===== src/rtl/bkpt_pkg.sv =====
package bkpt_pkg;

  typedef enum logic [3:0] {
    ST_OFF   = 4'b0000,
    ST_WAIT1 = 4'b0001,
    ST_HIT1  = 4'b0010,
    ST_WAIT2 = 4'b0101,
    ST_HIT2  = 4'b0110
  } seq_state_e;

  typedef enum logic [1:0] {
    RSP_TRACE = 2'b00,
    RSP_IRQ   = 2'b01,
    RSP_HALT  = 2'b10,
    RSP_TRC2  = 2'b11
  } resp_e;

  typedef enum logic [1:0] {
    AM_EQ   = 2'b00,
    AM_IN   = 2'b01,
    AM_OUT  = 2'b10,
    AM_EQ2  = 2'b11
  } amode_e;

  typedef enum logic [1:0] {
    LW_FULL = 2'b00,
    LW_HALF = 2'b01,
    LW_BYTE = 2'b10,
    LW_RSV  = 2'b11
  } lane_w_e;

  typedef enum logic [2:0] {
    SEL_CFG   = 3'd0,
    SEL_ALO   = 3'd1,
    SEL_AHI   = 3'd2,
    SEL_ATTR  = 3'd3,
    SEL_DVAL  = 3'd4,
    SEL_DMASK = 3'd5,
    SEL_PVAL  = 3'd6,
    SEL_PMASK = 3'd7
  } reg_sel_e;

  // configuration field positions
  localparam int CF_L1     = 0;   // 3 bits {pc,data,addr}
  localparam int CF_L2     = 3;   // 3 bits
  localparam int CF_RESP   = 6;   // 2 bits
  localparam int CF_AMODE  = 8;   // 2 bits
  localparam int CF_LWID   = 10;  // 2 bits
  localparam int CF_LIDX   = 12;  // 2 bits
  localparam int CF_DINV   = 14;
  localparam int CF_PINV   = 15;
  localparam int CF_AQUAL  = 16;
  localparam int CF_LOCK   = 31;

  localparam int ATTR_W    = 6;   // {size[1:0], type[3:0]}
  localparam int ATTR_MSK  = 8;

  typedef struct packed {
    logic pc;
    logic data;
    logic addr;
  } lvl_en_t;

endpackage


===== src/rtl/bkpt_addr_cmp.sv =====
module bkpt_addr_cmp
  import bkpt_pkg::*;
#(
  parameter int AW = 32
) (
  input  logic [AW-1:0]     addr,
  input  logic [AW-1:0]     lo,
  input  logic [AW-1:0]     hi,
  input  amode_e            mode,
  input  logic              qual_en,
  input  logic [ATTR_W-1:0] attr_val,
  input  logic [ATTR_W-1:0] attr_ign,
  input  logic [1:0]        bsize,
  input  logic [3:0]        btype,
  output logic              hit
);
  logic in_win, addr_ok, attr_ok;

  always_comb begin
    in_win = (addr >= lo) && (addr <= hi);
    unique case (mode)
      AM_IN:   addr_ok = in_win;
      AM_OUT:  addr_ok = !in_win;
      default: addr_ok = (addr == lo);
    endcase
    attr_ok = !qual_en ||
              ((({bsize, btype} ^ attr_val) & ~attr_ign) == '0);
    hit = addr_ok && attr_ok;
  end
endmodule


===== src/rtl/bkpt_data_cmp.sv =====
module bkpt_data_cmp
  import bkpt_pkg::*;
#(
  parameter int LANES  = 4,
  parameter int LANE_W = 8,
  localparam int DW    = LANES * LANE_W,
  localparam int LIDX  = $clog2(LANES),
  localparam int HALVES = LANES / 2
) (
  input  logic [DW-1:0]   data,
  input  logic [DW-1:0]   val,
  input  logic [DW-1:0]   ign,
  input  lane_w_e         width,
  input  logic [LIDX-1:0] idx,
  input  logic            invert,
  output logic            hit
);
  logic [LANES-1:0]  lane_eq;
  logic [HALVES-1:0] half_eq;
  logic              raw;

  for (genvar k = 0; k < LANES; k++) begin : g_lane
    assign lane_eq[k] =
      (((data[k*LANE_W +: LANE_W] ^ val[k*LANE_W +: LANE_W])
        & ~ign[k*LANE_W +: LANE_W]) == '0);
  end

  for (genvar w = 0; w < HALVES; w++) begin : g_half
    assign half_eq[w] = lane_eq[2*w] & lane_eq[2*w+1];
  end

  always_comb begin
    unique case (width)
      LW_HALF: raw = half_eq[idx[LIDX-1:1]];
      LW_BYTE: raw = lane_eq[idx];
      default: raw = &lane_eq;
    endcase
    hit = raw ^ invert;
  end
endmodule


===== src/rtl/bkpt_pc_cmp.sv =====
module bkpt_pc_cmp #(
  parameter int AW = 32
) (
  input  logic [AW-1:0] pc,
  input  logic [AW-1:0] val,
  input  logic [AW-1:0] ign,
  input  logic          invert,
  output logic          hit
);
  logic eq;
  always_comb begin
    eq  = (((pc ^ val) & ~ign) == '0);
    hit = eq ^ invert;
  end
endmodule


===== src/rtl/bkpt_seq.sv =====
module bkpt_seq
  import bkpt_pkg::*;
(
  input  logic       clk,
  input  logic       rst_n,
  input  logic       restart,
  input  logic       restart_on,
  input  logic       two_level,
  input  resp_e      resp,
  input  logic       l1_hit,
  input  logic       l1_pc,
  input  logic       l2_hit,
  input  logic       l2_pc,
  output logic [3:0] status,
  output logic       trig_trace,
  output logic       trig_irq,
  output logic       trig_halt,
  output logic       trig_precise
);
  seq_state_e st;
  logic       fire, fire_pc;

  always_comb begin
    fire    = 1'b0;
    fire_pc = 1'b0;
    if (!restart) begin
      if (st == ST_WAIT1 && !two_level && l1_hit) begin
        fire    = 1'b1;
        fire_pc = l1_pc;
      end else if (st == ST_WAIT2 && l2_hit) begin
        fire    = 1'b1;
        fire_pc = l2_pc;
      end
    end
  end

  always_ff @(posedge clk) begin
    if (!rst_n) begin
      st           <= ST_OFF;
      trig_trace   <= 1'b0;
      trig_irq     <= 1'b0;
      trig_halt    <= 1'b0;
      trig_precise <= 1'b0;
    end else begin
      trig_trace <= fire;
      trig_irq   <= fire && (resp == RSP_IRQ);
      trig_halt  <= fire && (resp == RSP_HALT);
      if (fire) trig_precise <= fire_pc;
      if (restart) begin
        st <= restart_on ? ST_WAIT1 : ST_OFF;
      end else begin
        unique case (st)
          ST_WAIT1: if (l1_hit) st <= two_level ? ST_WAIT2 : ST_HIT1;
          ST_WAIT2: if (l2_hit) st <= ST_HIT2;
          default:  st <= st;
        endcase
      end
    end
  end

  assign status = st;
endmodule


===== src/rtl/bkpt_trigger_unit.sv =====
module bkpt_trigger_unit
  import bkpt_pkg::*;
#(
  parameter int AW     = 32,
  parameter int LANES  = 4,
  parameter int LANE_W = 8,
  localparam int DW    = LANES * LANE_W,
  localparam int LIDX  = $clog2(LANES)
) (
  input  logic          clk,
  input  logic          rst_n,
  input  logic          wr_en,
  input  logic          wr_from_dbg,
  input  logic [2:0]    wr_sel,
  input  logic [DW-1:0] wr_data,
  input  logic          bus_valid,
  input  logic [AW-1:0] bus_addr,
  input  logic [DW-1:0] bus_data,
  input  logic [1:0]    bus_size,
  input  logic [3:0]    bus_type,
  input  logic          pc_valid,
  input  logic [AW-1:0] pc_addr,
  output logic [3:0]    status,
  output logic          trig_trace,
  output logic          trig_irq,
  output logic          trig_halt,
  output logic          trig_precise
);
  logic [31:0]         cfg;
  logic [AW-1:0]       a_lo, a_hi, p_val, p_ign;
  logic [DW-1:0]       d_val, d_ign;
  logic [ATTR_W-1:0]   at_val, at_ign;
  logic                wr_ok, cfg_load;
  logic                a_hit, d_hit, p_hit;
  lvl_en_t             en1, en2;
  logic                l1_hit, l1_pc, l2_hit, l2_pc;

  assign wr_ok    = wr_en && (wr_from_dbg || !cfg[CF_LOCK]);
  assign cfg_load = wr_ok && (wr_sel == SEL_CFG);

  always_ff @(posedge clk) begin
    if (!rst_n) begin
      cfg    <= '0;
      a_lo   <= '0;
      a_hi   <= '0;
      at_val <= '0;
      at_ign <= '0;
      d_val  <= '0;
      d_ign  <= '0;
      p_val  <= '0;
      p_ign  <= '0;
    end else if (wr_ok) begin
      unique case (reg_sel_e'(wr_sel))
        SEL_CFG: begin
          cfg[30:0]    <= wr_data[30:0];
          cfg[CF_LOCK] <= wr_from_dbg ? wr_data[CF_LOCK] : cfg[CF_LOCK];
        end
        SEL_ALO:   a_lo  <= wr_data[AW-1:0];
        SEL_AHI:   a_hi  <= wr_data[AW-1:0];
        SEL_ATTR: begin
          at_val <= wr_data[ATTR_W-1:0];
          at_ign <= wr_data[ATTR_MSK +: ATTR_W];
        end
        SEL_DVAL:  d_val <= wr_data;
        SEL_DMASK: d_ign <= wr_data;
        SEL_PVAL:  p_val <= wr_data[AW-1:0];
        default:   p_ign <= wr_data[AW-1:0];
      endcase
    end
  end

  bkpt_addr_cmp #(.AW(AW)) u_acmp (
    .addr     (bus_addr),
    .lo       (a_lo),
    .hi       (a_hi),
    .mode     (amode_e'(cfg[CF_AMODE +: 2])),
    .qual_en  (cfg[CF_AQUAL]),
    .attr_val (at_val),
    .attr_ign (at_ign),
    .bsize    (bus_size),
    .btype    (bus_type),
    .hit      (a_hit)
  );

  bkpt_data_cmp #(.LANES(LANES), .LANE_W(LANE_W)) u_dcmp (
    .data   (bus_data),
    .val    (d_val),
    .ign    (d_ign),
    .width  (lane_w_e'(cfg[CF_LWID +: 2])),
    .idx    (cfg[CF_LIDX +: LIDX]),
    .invert (cfg[CF_DINV]),
    .hit    (d_hit)
  );

  bkpt_pc_cmp #(.AW(AW)) u_pcmp (
    .pc     (pc_addr),
    .val    (p_val),
    .ign    (p_ign),
    .invert (cfg[CF_PINV]),
    .hit    (p_hit)
  );

  assign en1 = lvl_en_t'(cfg[CF_L1 +: 3]);
  assign en2 = lvl_en_t'(cfg[CF_L2 +: 3]);

  always_comb begin
    l1_pc  = pc_valid && en1.pc && p_hit;
    l1_hit = l1_pc ||
             (bus_valid && (en1.addr || en1.data) &&
              (!en1.addr || a_hit) && (!en1.data || d_hit));
    l2_pc  = pc_valid && en2.pc && p_hit;
    l2_hit = l2_pc ||
             (bus_valid && (en2.addr || en2.data) &&
              (!en2.addr || a_hit) && (!en2.data || d_hit));
  end

  bkpt_seq u_seq (
    .clk          (clk),
    .rst_n        (rst_n),
    .restart      (cfg_load),
    .restart_on   (wr_data[CF_L1 +: 3] != 3'b000),
    .two_level    (en2 != '0),
    .resp         (resp_e'(cfg[CF_RESP +: 2])),
    .l1_hit       (l1_hit),
    .l1_pc        (l1_pc),
    .l2_hit       (l2_hit),
    .l2_pc        (l2_pc),
    .status       (status),
    .trig_trace   (trig_trace),
    .trig_irq     (trig_irq),
    .trig_halt    (trig_halt),
    .trig_precise (trig_precise)
  );
endmodule


===== config.mk =====
export PLATFORM = sky130hd
export DESIGN_NAME = bkpt_trigger_unit
export DESIGN_NICKNAME = d
export VERILOG_FILES = /design/src/rtl/bkpt_pkg.sv /design/src/rtl/bkpt_addr_cmp.sv /design/src/rtl/bkpt_data_cmp.sv /design/src/rtl/bkpt_pc_cmp.sv /design/src/rtl/bkpt_seq.sv /design/src/rtl/bkpt_trigger_unit.sv
export SDC_FILE = /design/constraint.sdc
export NUM_CORES = 1
export LEC_CHECK = 0
export CAP_MARGIN = 20
export CORE_MARGIN = 2
export CORE_UTILIZATION = 55
export DETAILED_ROUTE_END_ITERATION = 10
export HOLD_SLACK_MARGIN = 0.08
export PLACE_DENSITY = 0.82
export SYNTH_ARGS = -nofsm -noshare
export SYNTH_HDL_FRONTEND = slang
export SYNTH_SLANG_ARGS = --single-unit

===== constraint.sdc =====
create_clock -name clk -period 6.25 [get_ports clk]
set_clock_uncertainty 0.05 [all_clocks]
set_input_delay 1.875 -clock clk [delete_from_list [all_inputs] [get_ports clk]]
set_output_delay 1.875 -clock clk [all_outputs]
set_load 0.02 [all_outputs]

After elaboration in Yosys (flattened, before gate mapping)
Cells that the tools add are included.
W data, S select, Z words.
{ "classes": {"add_sub_neg": 0, "mul": 0, "n_div": 0, "magnitude_cmp": 4, "eq_ne": 17, "n_shift": 0, "mux": 18, "n_bitwise": 23, "n_reduce_logical": 59} }
{ "ops": {"columns": ["operator", "count"], "rows": [
  ["$and A32 B32 Y32", 1],
  ["$and A8 B8 Y8", 4],
  ["$eq A32 B32 Y1", 1],
  ["$ge A32 B32 Y1", 1],
  ["$le A32 B32 Y1", 1],
  ["$logic_not A32 Y1", 1],
  ["$logic_not A8 Y1", 4],
  ["$not A32 Y32", 1],
  ["$not A8 Y8", 4],
  ["$xor A32 B32 Y32", 1],
  ["$xor A8 B8 Y8", 4],
  ["$logic_and A1 B1 Y1", 19],
  ["$reduce_and A2 Y1", 8],
  ["$mux W4", 3],
  ["$logic_or A1 B1 Y1", 10],
  ["$mux W1", 10],
  ["$eq A3 B3 Y1 const B", 3],
  ["$reduce_bool A3 Y1", 3],
  ["$logic_not A1 Y1", 8],
  ["$pmux W4 S2", 1],
  ["$reduce_or A7 Y1", 1],
  ["$and A6 B6 Y6", 1],
  ["$eq A2 B1 Y1 const B", 3],
  ["$eq A2 B2 Y1 const B", 3],
  ["19 further kinds", 25]
]} }
{ "totals": {"register_bits": 230, "latch_bits": 0, "mem_bits_rw": 0, "mem_bits_ro": 0, "inputBits": 143, "out_inout_bits": 8, "memories": 0} }

Longest topological paths before layout
{ "logic_depth": {"word_depth": 16, "depth_mapped": 12, "mapped_depth_nobuf": 12} }

By module
From an unflattened synthesis, not the netlist that was laid out.
{ "unflattened": {"cells_unflattened": 1175, "hier_area_um2": 11119.4} }
{ "modules_own_cells": {"columns": ["mod", "n_inst", "cells_each", "area_each_um2", "seq_area_each_um2"], "rows": [
  ["bkpt_trigger_unit", 1, 779, 8085.3, 4444.3],
  ["bkpt_addr_cmp", 1, 243, 1775.5, 0.0],
  ["bkpt_data_cmp", 1, 66, 524.3, 0.0],
  ["bkpt_pc_cmp", 1, 54, 420.4, 0.0],
  ["bkpt_seq", 1, 33, 314.1, 140.1]
]} }

Worst setup path after synthesis
No wires, ideal clock.
{ "synth_path": {"path_type": "input to register", "start": "in bus_addr[31]", "end": "reg u_seq.st[0], in the netlist u_seq.status[0]", "setup_ps": 73, "arrival_ps": 4181, "t_required_ps": 6127, "slack_ps": 1946, "stages": 10, "n_path_buf": 0, "path_cell_list": "ha_1 nand4_2 nor4_2 nand2_1 or4_1 and3_1 a31o_1 o22ai_4 mux2_1 nor3_2"} }
{ "synth_via": {"elab_chain_cells": 11, "word_cells_on_any_way": 18, "cone_classes": "order compare: 2; eq/ne: 3; mux: 1; reduce/logical: 12"} }
{ "synth_rtl": {"columns": ["item", "line", "source"], "rows": [
  ["start: declaration", "bkpt_trigger_unit.sv:17", "input logic [AW-1:0] bus_addr,"],
  ["$ge A32 B32 Y1 / $le A32 B32 Y1 (equally long branches)", "bkpt_addr_cmp.sv:20", "in_win = (addr >= lo) && (addr <= hi);"],
  ["$logic_and A1 B1 Y1", "bkpt_addr_cmp.sv:20", null],
  ["$logic_not A1 Y1", "bkpt_addr_cmp.sv:23", "AM_OUT: addr_ok = !in_win;"],
  ["$pmux W1 S2 (*)", "bkpt_addr_cmp.sv:21", "unique case (mode)"],
  ["$logic_and A1 B1 Y1 (*)", "bkpt_addr_cmp.sv:28", "hit = addr_ok && attr_ok;"],
  ["$logic_or A1 B1 Y1 (on tied branches)", "bkpt_trigger_unit.sv:110, bkpt_trigger_unit.sv:114", null],
  ["$logic_and A1 B1 Y1 (on tied branches)", "bkpt_trigger_unit.sv:109, bkpt_trigger_unit.sv:113", null],
  ["$logic_and A1 B1 Y1 (on tied branches)", "bkpt_trigger_unit.sv:110, bkpt_trigger_unit.sv:114", null],
  ["$logic_or A1 B1 Y1 (on tied branches)", "bkpt_trigger_unit.sv:108, bkpt_trigger_unit.sv:112", null],
  ["$ne A3 B1 Y1 (no line)", null, null],
  ["$reduce_and A3 Y1 (no line) (*)", null, null],
  ["end signal: assignment", "bkpt_seq.sv:50", "st <= restart_on ? ST_WAIT1 : ST_OFF;"],
  ["end signal: assignment", "bkpt_seq.sv:53", "ST_WAIT1: if (l1_hit) st <= two_level ? ST_WAIT2 : ST_HIT1;"],
  ["end signal: assignment", "bkpt_seq.sv:55", "default: st <= st;"],
  ["end: declaration", "bkpt_seq.sv:20", "seq_state_e st;"]
]} }
Every way passes the cells marked *; elsewhere a longest branch is shown, timed or not.
A chain may end at the register's enable or synchronous reset.

Worst setup path after layout
{ "layout_path": {"start": "in bus_addr[15]", "end": "reg u_seq.st[0], in the netlist u_seq.status[0]"} }
The elaborated chain is that of the path after synthesis.

==> flow_metrics.tcl <==
set metrics [dict create \
    track_usage_pct 28.9 \
    synth_cells 1430 \
    drcViolationCount 0 \
    dp_hpwl_um 21300 \
    reg2reg_to "u_seq.status[0]$_SDFFE_PN0P_" \
    clock_sinks 229 \
    die_area_um2 21100 \
    wl_um 30900 \
    cp-end-kind "register" \
    synth_edf_count 0 \
    critPathKind "in -> reg" \
    ys_types 63 \
    fin_crit_ns 4.60 \
    vias 10100 \
    worstRegToRegCells 12 \
    cp_max_fo 4 \
    start_util_pct 56.2 \
    ir_drop_mv 0.218 \
    rr_startpoint "a_hi[15]$_SDFFE_PN0P_" \
    worstPathArrival_ns 5.00 \
    drv_slew 0 \
    tritoncts "yes" \
    ctsResizeCount 0 \
    clock_latency_ns 0.51 \
    overflow 0 \
    synth_top_flop_cell "dfxtp_1" \
    timing.final.crit_share_pct 73.6 \
    io_pins 151 \
    syn_nets 1641 \
    hold_violations 0 \
    ys_ff_latch 229 \
    hold_path_class "reg -> reg" \
    grt_pass1_wl_um 49900 \
    firstDrtPassIters 5 \
    register_area_um2 4580 \
    worstSetupStartpointType "input port" \
    antenna_found_initial 2 \
    rsz0062_at_grt "false" \
    grt_max_degree 136 \
    clk_path_buf_depth 3 \
    final_cells 1815 \
    gp_congestion 0.886 \
    syn_area_per_cell_um2 7.68 \
    drive_above_1_share_pct 5.04 \
    synthArstFlopShare_pct 0 \
    placedCellCount 1772 \
    numPortBuffers 149 \
    drtIter0Drc 764 \
    post_cts_buffers 0 \
    antenna_left 0 \
    r2r_slack_ns 3.10 \
    ctsHoldBuffers 0 \
    cts_buffers 24 \
    maxCapViolations 0 \
    cts_root_buffer "clkbuf_16" \
    hold_ws_ns 0.404 \
    synth_area_um2 11000 \
    hp-start "a_lo[4]$_SDFFE_PN0P_" \
    outcome "finished clean" \
    p_leak_nw 4.47 \
    power.density_nw_per_um2 249 \
    vias_per_cell 5.56 \
    utilization_pct 68.6 \
    core-area_um2 19500 \
    finalPower_mw 3.33 \
    rows 51 \
    multi_input_area_um2 5790 \
    grt_pass1_vias 9824 \
    wl_per_cell_um 17.0 \
    seq_area_frac_synth_pct 41.8 \
    die_w_um 145 \
    area_delta_synth_final_pct 22.0 \
    path_clk_slew_ns 0.06 \
    h-tree-depth 1 \
    final_cell_mix "nand2_1, a21oi_1, dfxtp_1" \
    finalSetupViolations 0 \
    layout.nets 1744 \
    mostFrequentLayoutCell "nand2_1" \
    max_slew_margin_pct 42.5 \
    yosysWarnings 0 \
    hold_path_depth 2 \
    worst_pin_slew_ns 0.857 \
    tns_ns 0 \
    holdPathEnd "a_lo[4]$_SDFFE_PN0P_" \
    die_y_um 145 \
    fmax_mhz 217 \
    nFillCells 1597 \
    cp.required_ns 6.65 \
]
[state kept, by name, summed over array words and instances, names as in the netlist]
signal	flops
a_lo	32
at_ign	6
u_seq.trig_trace	1
d_val	32
cfg	18
u_seq.trig_irq	1
u_seq.status	3
a_hi	32
p_val	32
u_seq.trig_halt	1
u_seq.trig_precise	1
at_val	6
d_ign	32
p_ign	32
[area by class of cell]
| class | instances | share of cell area (%) |
|---|---|---|
| clock buffers | 37 | 5.46 |
| clock inverters | 4 | 0.542 |
| repair buffers | 161 | 11.9 |
| well taps | 265 | 2.48 |
| flip-flops and latches | 229 | 34.2 |
| diodes | 2 | 0.0374 |
| inverters | 76 | 2.17 |
| multi-input cells | 1041 | 43.2 |
[worst max path at each step]
stage | depth (start not counted) | from | to | slack, ns
after floorplan | 10 | bus_addr[31] | u_seq.status[0]$_SDFFE_PN0P_ | 1.95
after global placement | 11 | bus_addr[31] | u_seq.status[0]$_SDFFE_PN0P_ | 1.23
after detailed placement | 12 | bus_addr[15] | u_seq.status[0]$_SDFFE_PN0P_ | 1.15
after CTS | 12 | bus_addr[15] | u_seq.status[0]$_SDFFE_PN0P_ | 1.67
after global routing | 12 | bus_addr[15] | u_seq.status[0]$_SDFFE_PN0P_ | 1.50
final | 12 | bus_addr[15] | u_seq.status[0]$_SDFFE_PN0P_ | 1.65
[where the power goes]
group	internal (mW)	total (mW)	switching [mW]
Sequential	1.49	1.51	0.0183
Clock	0.881	1.45	0.570
Combinational	0.170	0.370	0.200
[cells by family (layout without fill, tap and decap cells)]
family	count (synthesis)	in the layout	share of synthesized area [%]
XOR/XNOR	71	71	5.66
adder cells (fa/ha/maj)	68	68	7.75
AO/OA/AOI/OAI	329	329	16.4
AND/OR/NAND/NOR	568	568	22.2
flip-flops	229	229	41.8
other	1	3	0.0342
multiplexers	4	4	0.388
buffers and inverters	160	278	5.84
[cells in the mapped netlist (3+ instances only)]
cell | number | area (um^2)
dfxtp_1 | 229 | 4580
nor3_1 | 3 | 15.0
clkbuf_1 | 72 | 270
nand3b_1 | 4 | 30.0
o22ai_1 | 35 | 219
a211oi_1 | 5 | 37.5
nand3_1 | 16 | 80.1
nand2_1 | 464 | 1740
nor4_1 | 9 | 56.3
a21o_1 | 5 | 37.5
nor3b_1 | 4 | 30.0
a21oi_1 | 254 | 1270
nand2b_1 | 3 | 18.8
buf_4 | 7 | 52.6
and3_1 | 3 | 18.8
nor2_1 | 13 | 48.8
xnor2_1 | 70 | 613
nor4_2 | 4 | 50.1
inv_1 | 76 | 285
nor2b_1 | 7 | 43.8
nand4_1 | 17 | 106
o21ai_0 | 12 | 60.1
ha_1 | 68 | 851
[layer usage]
metal	track usage [%]	part of all wire (%)
met5	0	0
met4	11.6	3.8
met3	5.57	8.4
met2	47.4	46
met1	37.6	42
[critical path, cell delays in order]
cell	delay (ns)
clkdlybuf4s50_1	0.44
ha_1	0.35
nand4_1	0.17
nor4_2	0.43
a21boi_1	0.21
nor4b_1	0.06
or2_2	0.34
a211oi_1	0.31
nor3b_2	0.11
o22ai_4	0.23
mux2_1	0.36
nor3_2	0.10
[stage by stage]
step | instance area [um^2] | setup WS, ns
6_report | 13400 | 1.65
5_1_grt | 13400 | 1.50
4_1_cts | 13400 | 1.67
3_5_place_dp | 12600 | 1.15
3_3_place_gp | 12600 | 1.23
2_1_floorplan | 11000 | 1.95
No activity file was read; power rests on OpenSTA's default activity.
